--- config.mk ---
export PLATFORM = sky130hd
export DESIGN_NAME = cpu_clk_pm
export DESIGN_NICKNAME = d
export VERILOG_FILES = /design/src/rtl/cpu_clk_pm_pkg.sv /design/src/rtl/cpu_clk_pm_ctrl.sv /design/src/rtl/cpu_clk_pm_div.sv /design/src/rtl/cpu_clk_pm.sv
export SDC_FILE = /design/constraint.sdc
export NUM_CORES = 1
export LEC_CHECK = 0
export BUFFER_PORTS_ARGS = -buffer_cell sky130_fd_sc_hd__buf_2
export CORE_ASPECT_RATIO = 1.4
export CORE_MARGIN = 2
export CORE_UTILIZATION = 62
export DETAILED_ROUTE_END_ITERATION = 12
export PLACE_DENSITY_LB_ADDON = 0.3
export SLEW_MARGIN = 30
export SYNTH_ARGS = -nofsm -noshare
export SYNTH_HDL_FRONTEND = slang
export SYNTH_HIERARCHICAL = 1
export SYNTH_SLANG_ARGS = --single-unit
--- constraint.sdc ---
create_clock -name clk -period 3.4 [get_ports clk]
set_input_delay 0.68 -clock clk [delete_from_list [all_inputs] [get_ports clk]]
set_output_delay 0.68 -clock clk [all_outputs]
set_load 0.005 [all_outputs]
--- src/rtl/cpu_clk_pm_pkg.sv ---
package cpu_clk_pm_pkg;

  typedef enum logic [1:0] {
    PM_WAIT = 2'd0,
    PM_RUN  = 2'd1,
    PM_IDLE = 2'd2,
    PM_STOP = 2'd3
  } pmState_t;

  typedef struct packed {
    logic divRun;
    logic cpuGate;
  } pmStrobe_t;

endpackage

--- src/rtl/cpu_clk_pm_ctrl.sv ---
module cpu_clk_pm_ctrl
  import cpu_clk_pm_pkg::*;
#(
  parameter int NIRQ        = 4,
  parameter int STAB_CYCLES = 131072
) (
  input  logic            clk,
  input  logic            rst_n,
  input  logic            idleCmd,
  input  logic            stopCmd,
  input  logic [NIRQ-1:0] wakeReq,
  output pmStrobe_t       strobe,
  output logic            cpuActive,
  output logic            periphClkEn,
  output logic            oscRun
);

  localparam int SW = $clog2(STAB_CYCLES);
  localparam logic [SW-1:0] STAB_LAST = SW'(STAB_CYCLES - 1);

  pmState_t      state;
  logic [SW-1:0] stabCnt;
  logic          wake;
  logic          unusedInt0;

  // line 0 is excluded from waking
  assign wake       = |wakeReq[NIRQ-1:1];
  assign unusedInt0 = wakeReq[0];

  always_ff @(posedge clk or negedge rst_n) begin
    if (!rst_n) begin
      state   <= PM_WAIT;
      stabCnt <= '0;
    end else begin
      case (state)
        PM_WAIT: begin
          if (stabCnt == STAB_LAST) begin
            state   <= PM_RUN;
            stabCnt <= '0;
          end else begin
            stabCnt <= stabCnt + 1'b1;
          end
        end
        PM_RUN: begin
          if (stopCmd)      state <= PM_STOP;
          else if (idleCmd) state <= PM_IDLE;
        end
        PM_IDLE: begin
          if (wake) state <= PM_RUN;
        end
        default: begin
          if (wake) begin
            state   <= PM_WAIT;
            stabCnt <= '0;
          end
        end
      endcase
    end
  end

  always_comb begin
    strobe.divRun  = (state != PM_STOP);
    strobe.cpuGate = (state == PM_RUN);
  end

  assign cpuActive   = (state == PM_RUN);
  assign periphClkEn = (state == PM_RUN) || (state == PM_IDLE);
  assign oscRun      = (state != PM_STOP);

endmodule

--- src/rtl/cpu_clk_pm_div.sv ---
module cpu_clk_pm_div
  import cpu_clk_pm_pkg::*;
#(
  parameter int DIV_FAST = 4,
  parameter int DIV_MID  = 8,
  parameter int DIV_SLOW = 64,
  localparam int CW      = $clog2(DIV_SLOW)
) (
  input  logic          clk,
  input  logic          rst_n,
  input  logic          pcrWe,
  input  logic [1:0]    pcrSel,
  input  pmStrobe_t     strobe,
  output logic          tick,
  output logic          cpuClkEn,
  output logic [CW-1:0] curLast
);

  logic [1:0]    selReg;
  logic [CW-1:0] divCnt;

  function automatic logic [CW-1:0] lastFor(input logic [1:0] s);
    case (s)
      2'b01:   return CW'(DIV_MID - 1);
      2'b10:   return CW'(DIV_FAST - 1);
      default: return CW'(DIV_SLOW - 1);
    endcase
  endfunction

  assign tick     = strobe.divRun && (divCnt == curLast);
  assign cpuClkEn = tick && strobe.cpuGate;

  always_ff @(posedge clk or negedge rst_n) begin
    if (!rst_n) begin
      selReg  <= 2'b00;
      curLast <= CW'(DIV_SLOW - 1);
      divCnt  <= '0;
    end else begin
      if (pcrWe) selReg <= pcrSel;
      if (!strobe.divRun) begin
        divCnt <= '0;
      end else if (tick) begin
        divCnt  <= '0;
        curLast <= lastFor(selReg);
      end else begin
        divCnt <= divCnt + 1'b1;
      end
    end
  end

endmodule

--- src/rtl/cpu_clk_pm.sv ---
module cpu_clk_pm
  import cpu_clk_pm_pkg::*;
#(
  parameter int NIRQ        = 4,
  parameter int DIV_FAST    = 4,
  parameter int DIV_MID     = 8,
  parameter int DIV_SLOW    = 64,
  parameter int STAB_CYCLES = 131072
) (
  input  logic            clk,
  input  logic            rst_n,
  input  logic            pcrWe,
  input  logic [3:0]      pcrData,
  input  logic            idleCmd,
  input  logic            stopCmd,
  input  logic [NIRQ-1:0] wakeReq,
  output logic            cpuClkEn,
  output logic            periphClkEn,
  output logic            oscRun,
  output logic            cpuActive
);

  localparam int CW = $clog2(DIV_SLOW);

  pmStrobe_t     strobe;
  logic          tickW;
  logic [CW-1:0] curLastW;
  logic          unusedPcrHi;

  assign unusedPcrHi = ^pcrData[3:2];

  cpu_clk_pm_ctrl #(.NIRQ(NIRQ), .STAB_CYCLES(STAB_CYCLES)) ctrlI (
    .clk(clk), .rst_n(rst_n), .idleCmd(idleCmd), .stopCmd(stopCmd),
    .wakeReq(wakeReq), .strobe(strobe), .cpuActive(cpuActive),
    .periphClkEn(periphClkEn), .oscRun(oscRun)
  );

  cpu_clk_pm_div #(.DIV_FAST(DIV_FAST), .DIV_MID(DIV_MID), .DIV_SLOW(DIV_SLOW)) divI (
    .clk(clk), .rst_n(rst_n), .pcrWe(pcrWe), .pcrSel(pcrData[1:0]),
    .strobe(strobe), .tick(tickW), .cpuClkEn(cpuClkEn), .curLast(curLastW)
  );

endmodule

# ---- Word-level counts from Yosys, hierarchy flattened
# Cells that the tools add are included.
dict set report word_totals {
  reg_bits 33
  input_bits 13
  output_inout_bits 4
  wordCells 41
}
dict set report op_classes {
  n_addsub 2
  n_eq_ne 10
  n_mux 12
  bitwise 1
  n_reduce_logical 11
}
# op count
set op_table {}
lappend op_table {{$mux 17} 2}
lappend op_table {{$pmux 17 s2} 1}
lappend op_table {{$add 17x1->17 const B} 1}
lappend op_table {{$eq 17x17->1 const B} 1}
lappend op_table {{$mux 6} 2}
lappend op_table {{$pmux 6 s2} 1}
lappend op_table {{$mux 2} 5}
lappend op_table {{$add 6x1->6 const B} 1}
lappend op_table {{$eq 6x6->1} 1}
lappend op_table {{$pmux 2 s3} 1}
lappend op_table {{$eq 2x1->1 const B} 2}
lappend op_table {{$eq 2x2->1 const B} 2}
lappend op_table {{$ne 2x1->1 const B} 2}
lappend op_table {{$reduce_and 2->1} 2}
lappend op_table {{$reduce_and 4->1} 1}
lappend op_table {{$ne 3x3->1 const B} 1}
lappend op_table {{$reduce_bool 3->1} 1}
lappend op_table {{$reduce_or 3->1} 1}
lappend op_table {{$logic_and 1x1->1} 2}
lappend op_table {{$logic_not 2->1} 1}
lappend op_table {{$ne 2x2->1 const B} 1}
lappend op_table {{$reduce_bool 2->1} 1}
lappend op_table {{$reduce_or 2->1} 1}
lappend op_table {{$logic_or 1x1->1} 1}
lappend op_table {{$not 1->1} 1}

# ---- Longest topological paths before layout
# Gate-level depths: netlist of the first run.
dict set report depth {
  word_depth 4
  depth_mapped 8
  ltp_nobuf 8
}

# ---- Hierarchy
# The synthesis of the first run kept the hierarchy.
# mod instances cells_per_inst area_per_inst_um2 seq_area_each_um2
set modules_own_cells {}
lappend modules_own_cells {cpu_clk_pm_ctrl 1 114 1089.8 475.5}
lappend modules_own_cells {cpu_clk_pm_div 1 45 510.5 252.7}

# ---- Worst setup path before layout of the first run
# No wires, ideal clock.
dict set report synth_path {
  kind {register -> output}
  start {register divI.divCnt[3]}
  end {output cpuClkEn}
  t_arrival_ps 1520
  required_time_ps 2720
  path_slack_ps 1200
  stages_incl_launch_ff 4
  n_path_buf 0
  cell_sequence {dfrtp_1 or4_4 a211oi_4 and2_2}
}
dict set report synth_via {
  elab_chain_len 3
}
# element line
set synth_rtl {}
lappend synth_rtl {{start, declared} cpu_clk_pm_div.sv:20} ;# logic [CW-1:0] divCnt;
lappend synth_rtl {{start signal, assigned} cpu_clk_pm_div.sv:46} ;# divCnt <= divCnt + 1'b1;
lappend synth_rtl {{$eq 6x6->1} cpu_clk_pm_div.sv:30} ;# assign tick = strobe.divRun && (divCnt == curLast);
lappend synth_rtl {{$logic_and 1x1->1} cpu_clk_pm_div.sv:30}
lappend synth_rtl {{via tickW} cpu_clk_pm.sv:26} ;# logic tickW;
lappend synth_rtl {{$logic_and 1x1->1} cpu_clk_pm_div.sv:31} ;# assign cpuClkEn = tick && strobe.cpuGate;
lappend synth_rtl {{end, declared} cpu_clk_pm.sv:17} ;# output logic cpuClkEn,
# The timed path passes the listed nets, and every way through them passes these cells.

# ---- Worst setup path in the final report of the first run
# Ends and elaborated chain as after synthesis.

==> qor.txt, run 1 <==
Via density: 5.82
Fmax: 363 MHz
Clock Tree Buf Depth: 2
Mapped Area: 0.00157 mm²
Die W: 46.5 µm
Initial Util: 0.655
CP Data Required Time: 2.72 ns
initial antenna violation count: 0
WL/cell: 13.2 µm
number of DRC markers in iteration 0: 31
Top Family by Delay on Critical Path: simple AND/OR/NAND/NOR gates
H-tree Lvls: 2
max_slew headroom: 0.533
WP buf/inv: 1
Fin Hold WS: 0.357 ns
RSZ-0062 raised after global routing: no
final hold violations: 0
Reg power frac: 0.414
CORE AREA: 0.00239 mm²
Post-DP HPWL: 2.04 mm
global-route wire length before repair: 4.64 mm
Post CTS Setup Buffer Count: 0
switching part of the total: 0.386
part of the cycle the worst path needs: 0.810
cts repair resizes: 0
Power Density: 686 mW/mm²
largest fanout on the critical path: 8
Worst Setup Path Type: reg2out
Overflow after GRT: 0
syn_nets: 175
port bufs: 13
cts hold-fix bufs: 0
cell leakage power: 0.758 nW
DR DRC count: 0
setup TNS: 0 ns
clk_skew: 0.0115 ns
All-Layer GR Usage: 0.221
Final Setup Violations: 0
Comb power frac: 0.408
min-delay worst type: in2async
Die Y-Extent: 63.5 µm
mean post-synth cell area: 10.2 µm²
Synth Warn #: 6
clock latency on the worst-skew pair: 0.33 ns
clock sink count: 29
antenna cells: 0
Top Ports: 17
clock period minus worst slack: 2.76 ns
Max IR drop VDD: 589 µV
Clock power frac: 0.179
status: completed
post-layout net count: 191
layout cells sized above 1: 0.181
Final GP Congestion: 0.789
Root Driver: clkbuf_4
CP arrival: 2.08 ns
Area Growth Syn to Fin: 9.34%
cts bufs inserted: 5
P_int: 0.722 mW
Max Slew Vio Count: 0
Slew @ Worst Pin: 0.694 ns
Clock Pin Slew Worst Setup and Hold Paths: 0.09 ns
slowest cell on the critical path: or4_4
drt total wl: 2.71 mm
ANT nets after route: 0
CP Launch Type: flip-flop
crit-path cells: or4_4 -> a211oi_4 -> and2_2 -> buf_2
number of global-route vias before repair: 1143
max_cap viols: 0
Pre-antenna DRT Iters: 4
die area: 0.00295 mm²
TritonCTS clock tree: built
Switch Pwr: 0.453 mW
largest net degree at the start of global routing: 30
vias: 1193
row cnt: 21
max incr delay on CP: 0.55 ns
Cells after Synth: 154
Critical Path End Type: output port
## path summary, 6_finish.rpt
| kind | from | to | slack [ns] | cells after the start |
|---|---|---|---|---|
| max | divI/divCnt[3]$_DFF_PN0_ | cpuClkEn | 0.64 | 4 |
| min | rst_n | divI/divCnt[2]$_DFF_PN0_ | 0.36 | 1 |
| max reg2reg | ctrlI/state[1]$_DFFE_PN0P_ | ctrlI/stabCnt[10]$_DFFE_PN0P_ | 1.02 | 7 |
| min reg2reg | divI/divCnt[0]$_DFF_PN0_ | divI/divCnt[0]$_DFF_PN0_ | 0.48 | 1 |
| max in group asynchronous | rst_n | ctrlI/stabCnt[1]$_DFFE_PN0P_ | 2.62 | 1 |
| min in group clk | divI/divCnt[0]$_DFF_PN0_ | divI/divCnt[0]$_DFF_PN0_ | 0.48 | 1 |
## routing by layer
layer	track usage	vias up	part of all wire
li1	-	587	-
met1	0.214	580	0.40
met2	0.387	17	0.54
met3	0.0774	9	0.030
met4	0.107	0	0.029
met5	0	-	0
## sequential cells by signal, summed over array words and instances (netlist names)
register and flops:
ctrlI/stabCnt 17, divI/divCnt 6, ctrlI/state 2, divI/curLast 2, divI/selReg 2
## cell type report
cell class | instances | area, µm²
sequential | 29 | 728
timing repair buffer | 14 | 72.6
multi-input combinational | 111 | 777
tap | 34 | 42.5
fill | 193 | 678
inverter | 9 | 33.8
clock buffer | 8 | 58.8
## cells in the final DEF, fill, tap and decap left out, types with 2 or more instances in the layout
cell       n
a211oi_1   2
clkbuf_4   5
a22o_1     2
mux2_2     2
nor3_1     8
xor2_1     4
inv_1      9
xnor2_1    7
ha_1       8
clkbuf_1   2
dfrtp_1   27
or3_1      5
mux2i_1    2
a21oi_1    5
nand3_1    9
nand4_1    4
nand2_1   11
nor2_1     9
buf_2     13
nor4_1     3
dfstp_2    2
or4_1      5
o21ai_0    8
## stage by stage
stage	power [mW]	cells	util	worst slack, ns	cell area [µm²]
5_1_grt	1.27	205	0.716	0.576	1710
3_3_place_gp	0.952	197	0.692	1.02	1650
2_1_floorplan	0.851	154	-	1.20	1570
3_5_place_dp	0.970	197	0.692	1.00	1650
4_1_cts	1.19	205	0.716	0.627	1710
6_report	1.17	205	0.716	0.645	1710
## power groups by stage
stage	registers, mW	logic, mW	clock network, mW
6_report	0.486	0.479	0.210
5_1_grt	0.497	0.539	0.233
4_1_cts	0.487	0.480	0.220
3_5_place_dp	0.494	0.476	0
3_3_place_gp	0.488	0.464	0
2_1_floorplan	0.477	0.374	0
No activity file was read; power rests on OpenSTA's default activity.
==> run 2: changes to the inputs <==
--- a/config.mk
+++ b/config.mk
@@ -8,7 +8,7 @@
 export BUFFER_PORTS_ARGS = -buffer_cell sky130_fd_sc_hd__buf_2
 export CORE_ASPECT_RATIO = 1.4
 export CORE_MARGIN = 2
-export CORE_UTILIZATION = 62
+export CORE_UTILIZATION = 52
 export DETAILED_ROUTE_END_ITERATION = 12
 export PLACE_DENSITY_LB_ADDON = 0.3
 export SLEW_MARGIN = 30
==> constraint.sdc (replaced) <==
create_clock -name clk -period 2.3 [get_ports clk]
set_input_delay 0.46 -clock clk [delete_from_list [all_inputs] [get_ports clk]]
set_output_delay 0.46 -clock clk [all_outputs]
set_load 0.005 [all_outputs]
==> run 2 against run 1 <==
- clock power increased by 120%
- utilization fell by 8.0 points
- power is 68% higher
- combinational power increased by 63%
- die area up 18%
- global-route usage increased by 0.82 points
- cell count grew 5.4%
- sequential power increased by 49%
==> qor.txt, run 2 (synthesized netlist as in run 1, its figures left out) <==
Largest register FFs: 17
CP Data Required Time: 1.84 ns
die area: 0.00347 mm²
number of global-route vias before repair: 1387
Root Driver: clkbuf_8
Fmax: 448 MHz
Die Y-Extent: 68.9 µm
most common cell after layout, fill and taps aside: dfrtp_1
Reg-to-Reg End: ctrlI/stabCnt[13]$_DFFE_PN0P_
clock latency on the worst-skew pair: 0.28 ns
Max IR drop VDD: 804 µV
final hold violations: 0
Worst Setup Path Type: reg2out
CP arrival: 1.77 ns
setup TNS: 0 ns
max incr delay on CP: 0.53 ns
Clock Tree Buf Depth: 2
Power Density: 1070 mW/mm²
Die W: 50.4 µm
Final Setup Violations: 0
Reg with most FFs: ctrlI/stabCnt
Slew @ Worst Pin: 0.635 ns
H-tree Lvls: 2
Overflow after GRT: 0
vias: 1261
min-delay worst type: in2async
layout cells sized above 1: 0.246
cts hold-fix bufs: 0
crit-path cells: or4_4 -> a211oi_4 -> and2_2 -> buf_2
Critical Path End Type: output port
cell leakage power: 0.820 nW
antenna cells: 0
number of DRC markers in iteration 0: 30
clock period minus worst slack: 2.23 ns
CP Launch Type: flip-flop
ANT nets after route: 0
status: completed
Max Slew Vio Count: 0
Via density: 5.84
Area Growth Syn to Fin: 16.9%
Top Registers: ctrlI/stabCnt (17), divI/divCnt (6)
R2R Setup Slk: 0.15 ns
Top Ports: 17
TritonCTS clock tree: built
drt total wl: 3.21 mm
initial antenna violation count: 0
part of the cycle the worst path needs: 0.971
global-route wire length before repair: 5.89 mm
port bufs: 13
WL/cell: 14.9 µm
All-Layer GR Usage: 0.229
post-layout net count: 199
row cnt: 23
Placed Cells: 208
largest net degree at the start of global routing: 30
Final GP Congestion: 0.726
slowest cell on the critical path: or4_4
Initial Util: 0.544
max_cap viols: 0
most frequent cells in the layout: 26 x dfrtp_1, 13 x buf_2, 11 x nand2_1
FF-to-FF path depth: 5
RSZ-0062 raised after global routing: no
largest fanout on the critical path: 5
Pre-antenna DRT Iters: 4
Clock Pin Slew Worst Setup and Hold Paths: 0.06 ns
fin cells: 216
critical register-to-register path startpoint: ctrlI/state[1]$_DFFE_PN0P_
Post-DP HPWL: 2.31 mm
clock sink count: 29
clk_skew: 0.00496 ns
DR DRC count: 0
max_slew headroom: 0.576
CORE AREA: 0.00288 mm²
cts bufs inserted: 5
run 2: worst max-delay path, delay by kind of cell, from the launching register on:
kind	cells	cell delay [ns]
DFF	1	0.44
buffers and inverters	1	0.10
AOI/OAI and AO/OA	1	0.26
and+or+nand+nor	2	0.69
run 2: area by class of cell:
type	count	area, µm²
multi-input cells	111	788
flip-flops and latches	29	729
inverters	9	33.8
fillers	238	1050
well taps	37	46.3
clock buffers	7	96.3
clock inverters	1	5.00
repair buffers	22	133
run 2: routing by layer:
layer  global-route usage  wire length, µm  up-vias
met5                    0                0        -
met4               0.0912               70        0
met3               0.0690              114        8
met2                0.441             1720       25
met1                0.230             1300      625
li1                     -                -      603
run 2: report_power, final:
part	internal [mW]	leakage [nW]	switching, mW
sequential	0.626	0.381	0.0985
combinational	0.338	0.385	0.442
clock	0.270	0.0542	0.194
run 2: through the flow:
stage | utilization | hold slack, ns | worst slack [ns] | power [mW] | instance area [µm²]
2_1_floorplan | - | 0.164 | 0.185 | 1.26 | 1570
3_3_place_gp | 0.597 | 0.450 | 0.119 | 1.46 | 1720
3_5_place_dp | 0.597 | 0.465 | -0.0145 | 1.50 | 1720
4_1_cts | 0.634 | 0.219 | 0.0514 | 1.98 | 1820
5_1_grt | 0.637 | 0.252 | 0.00306 | 2.12 | 1830
6_report | 0.637 | 0.198 | 0.0674 | 1.97 | 1830
run 2: repair_timing:
action,in CTS,in global routing
gates cloned,0,0
buffers inserted,0,0
setup endpoints to repair,2,4
resized for setup,1,2
run 2: worst max-delay path by stage:
stage / slack, ns / start / depth (start not counted) / end
global route: 0.003 / divI/divCnt[3]$_DFF_PN0_ / 4 / cpuClkEn
detailed placement: -0.01 / ctrlI/stabCnt[11]$_DFFE_PN0P_ / 8 / ctrlI/state[0]$_DFFE_PN0P_
finish: 0.07 / divI/divCnt[3]$_DFF_PN0_ / 4 / cpuClkEn
global placement: 0.12 / ctrlI/stabCnt[11]$_DFFE_PN0P_ / 8 / ctrlI/state[0]$_DFFE_PN0P_
CTS: 0.05 / divI/divCnt[3]$_DFF_PN0_ / 4 / cpuClkEn
floorplan: 0.19 / ctrlI/state[0]$_DFFE_PN0P_ / 7 / ctrlI/stabCnt[13]$_DFFE_PN0P_
==> run 3: changes to the inputs <==
--- a/config.mk
+++ b/config.mk
@@ -10,7 +10,7 @@
 export CORE_MARGIN = 2
 export CORE_UTILIZATION = 52
 export DETAILED_ROUTE_END_ITERATION = 12
-export PLACE_DENSITY_LB_ADDON = 0.3
+export PLACE_DENSITY = 0.79
 export SLEW_MARGIN = 30
 export SYNTH_ARGS = -nofsm -noshare
 export SYNTH_HDL_FRONTEND = slang
==> run 3 against run 2 <==
- sequential cell count is the same
- critical path depth stayed put
- die area unchanged
- final area grew 1.2%
- first-iteration DRC count increased by 27%
- setup slack gained 0.0039 ns
- sequential share of layout area shrank 0.46 points
- global-route usage fell by 1.0 points
- clock skew rose by 0.0034 ns
- sequential power about the same
- utilization up 0.74 points
- cell count up 0.46%
==> qor.txt, run 3 (synthesized netlist as in run 1, its figures left out) <==
die area: 0.00347 mm²
Final Setup Violations: 0
Clock Tree Buf Depth: 2
cts hold-fix bufs: 0
drt total wl: 3.37 mm
max_slew headroom: 0.576
Via density: 5.87
final hold violations: 0
fin cells: 217
Cell Area, Placed: 0.00169 mm²
TritonCTS clock tree: built
M1 wire length: 1.31 mm
CP Launch Type: flip-flop
slowest cell on the critical path: or4_4
top sig layer: met4
RSZ-0062 raised after global routing: yes
CP Data Required Time: 1.84 ns
WL/cell: 15.5 µm
Root Driver: clkbuf_8
Power Density: 1100 mW/mm²
largest fanout on the critical path: 5
Reg with most FFs: ctrlI/stabCnt
Die W: 50.4 µm
row cnt: 23
CP arrival: 1.77 ns
Setup WS pre-CTS: -0.0465 ns
post-layout net count: 200
setup TNS: 0 ns
Slew @ Worst Pin: 0.637 ns
Tot Pwr: 2.04 mW
Top Ports: 17
setup ws final: 0.0712 ns
antenna cells: 0
Top Registers: ctrlI/stabCnt (17), divI/divCnt (6)
WP buf/inv: 1
Clock Pin Slew Worst Setup and Hold Paths: 0.07 ns
Critical Path End Type: output port
status: completed
number of global-route vias before repair: 1310
critical register-to-register path startpoint: ctrlI/state[1]$_DFFE_PN0P_
R2R Setup Slk: 0.12 ns
Fmax: 449 MHz
Max IR drop VDD: 1010 µV
Final Util: 0.644
Met2 Wirelength: 1.88 mm
largest net degree at the start of global routing: 30
All-Layer GR Usage: 0.219
Initial Util: 0.544
crit-path cells: or4_4 -> a211oi_4 -> and2_2 -> buf_2
port bufs: 13
max_cap viols: 0
Final GP Congestion: 0.787
Worst Setup SP: divI/divCnt[3]$_DFF_PN0_
min-delay worst type: in2async
H-tree Lvls: 2
FF-to-FF path depth: 6
Fin Hold WS: 0.190 ns
Die Y-Extent: 68.9 µm
initial antenna violation count: 0
Overflow after GRT: 0
Post-DP HPWL: 2.31 mm
number of DRC markers in iteration 0: 38
Max Slew Vio Count: 0
DR DRC count: 0
max incr delay on CP: 0.54 ns
Area Growth Syn to Fin: 18.3%
cts bufs inserted: 5
CORE AREA: 0.00288 mm²
clk_skew: 0.00838 ns
Largest register FFs: 17
Worst Setup Path Type: reg2out
ANT nets after route: 0
clock period minus worst slack: 2.23 ns
cell leakage power: 0.829 nW
layout cells sized above 1: 0.261
vias: 1274
most frequent cells in the layout: 26 x dfrtp_1, 13 x buf_2, 11 x nand2_1
part of the cycle the worst path needs: 0.969
Reg-to-Reg End: ctrlI/stabCnt[13]$_DFFE_PN0P_
WL met3: 108 µm
global-route wire length before repair: 5.57 mm
Placed Cells: 204
most common cell after layout, fill and taps aside: dfrtp_1
Pre-antenna DRT Iters: 4
Top Family by Delay on Critical Path: simple AND/OR/NAND/NOR gates
clock latency on the worst-skew pair: 0.29 ns
final instance area: 0.00185 mm²
clock sink count: 29
==> run 3: cell count changes in the layout (fill, tap and decap cells not counted), sizes merged <==
cell / previous run / this run
buf: 22 / 23
==> run 3: layer usage <==
metal / track usage / vias to the layer above
met4: 0.125 / 0
met5: 0 / -
met3: 0.0625 / 7
met2: 0.418 / 27
li1: - / 602
met1: 0.209 / 638
==> run 3: final cells by class <==
class / count / area [µm²]
multi-input cells: 111 / 802
flip-flops and latches: 29 / 729
repair buffers: 23 / 140
clock buffers: 7 / 96.3
clock inverters: 1 / 5.00
well taps: 37 / 46.3
inverters: 9 / 33.8
fillers: 244 / 1020
==> run 3: power by group <==
part	internal [mW]	switching (mW)
Clock	0.270	0.194
Sequential	0.625	0.101
Combinational	0.385	0.463
Total	1.28	0.757
==> run 3: how the worst max path moves through the flow <==
stage | end | depth (start not counted)
after floorplan | ctrlI/stabCnt[13]$_DFFE_PN0P_ | 7
after global placement | ctrlI/state[0]$_DFFE_PN0P_ | 8
after detailed placement | ctrlI/state[0]$_DFFE_PN0P_ | 8
after CTS | cpuClkEn | 4
after global routing | ctrlI/stabCnt[13]$_DFFE_PN0P_ | 6
final | cpuClkEn | 4
==> run 3: what timing repair did <==
action	CTS	global route
gates resized for setup	2	4
buffers inserted	0	5
endpoints found under the hold margin	0	0
pin swaps	0	3
setup endpoints to repair	2	5
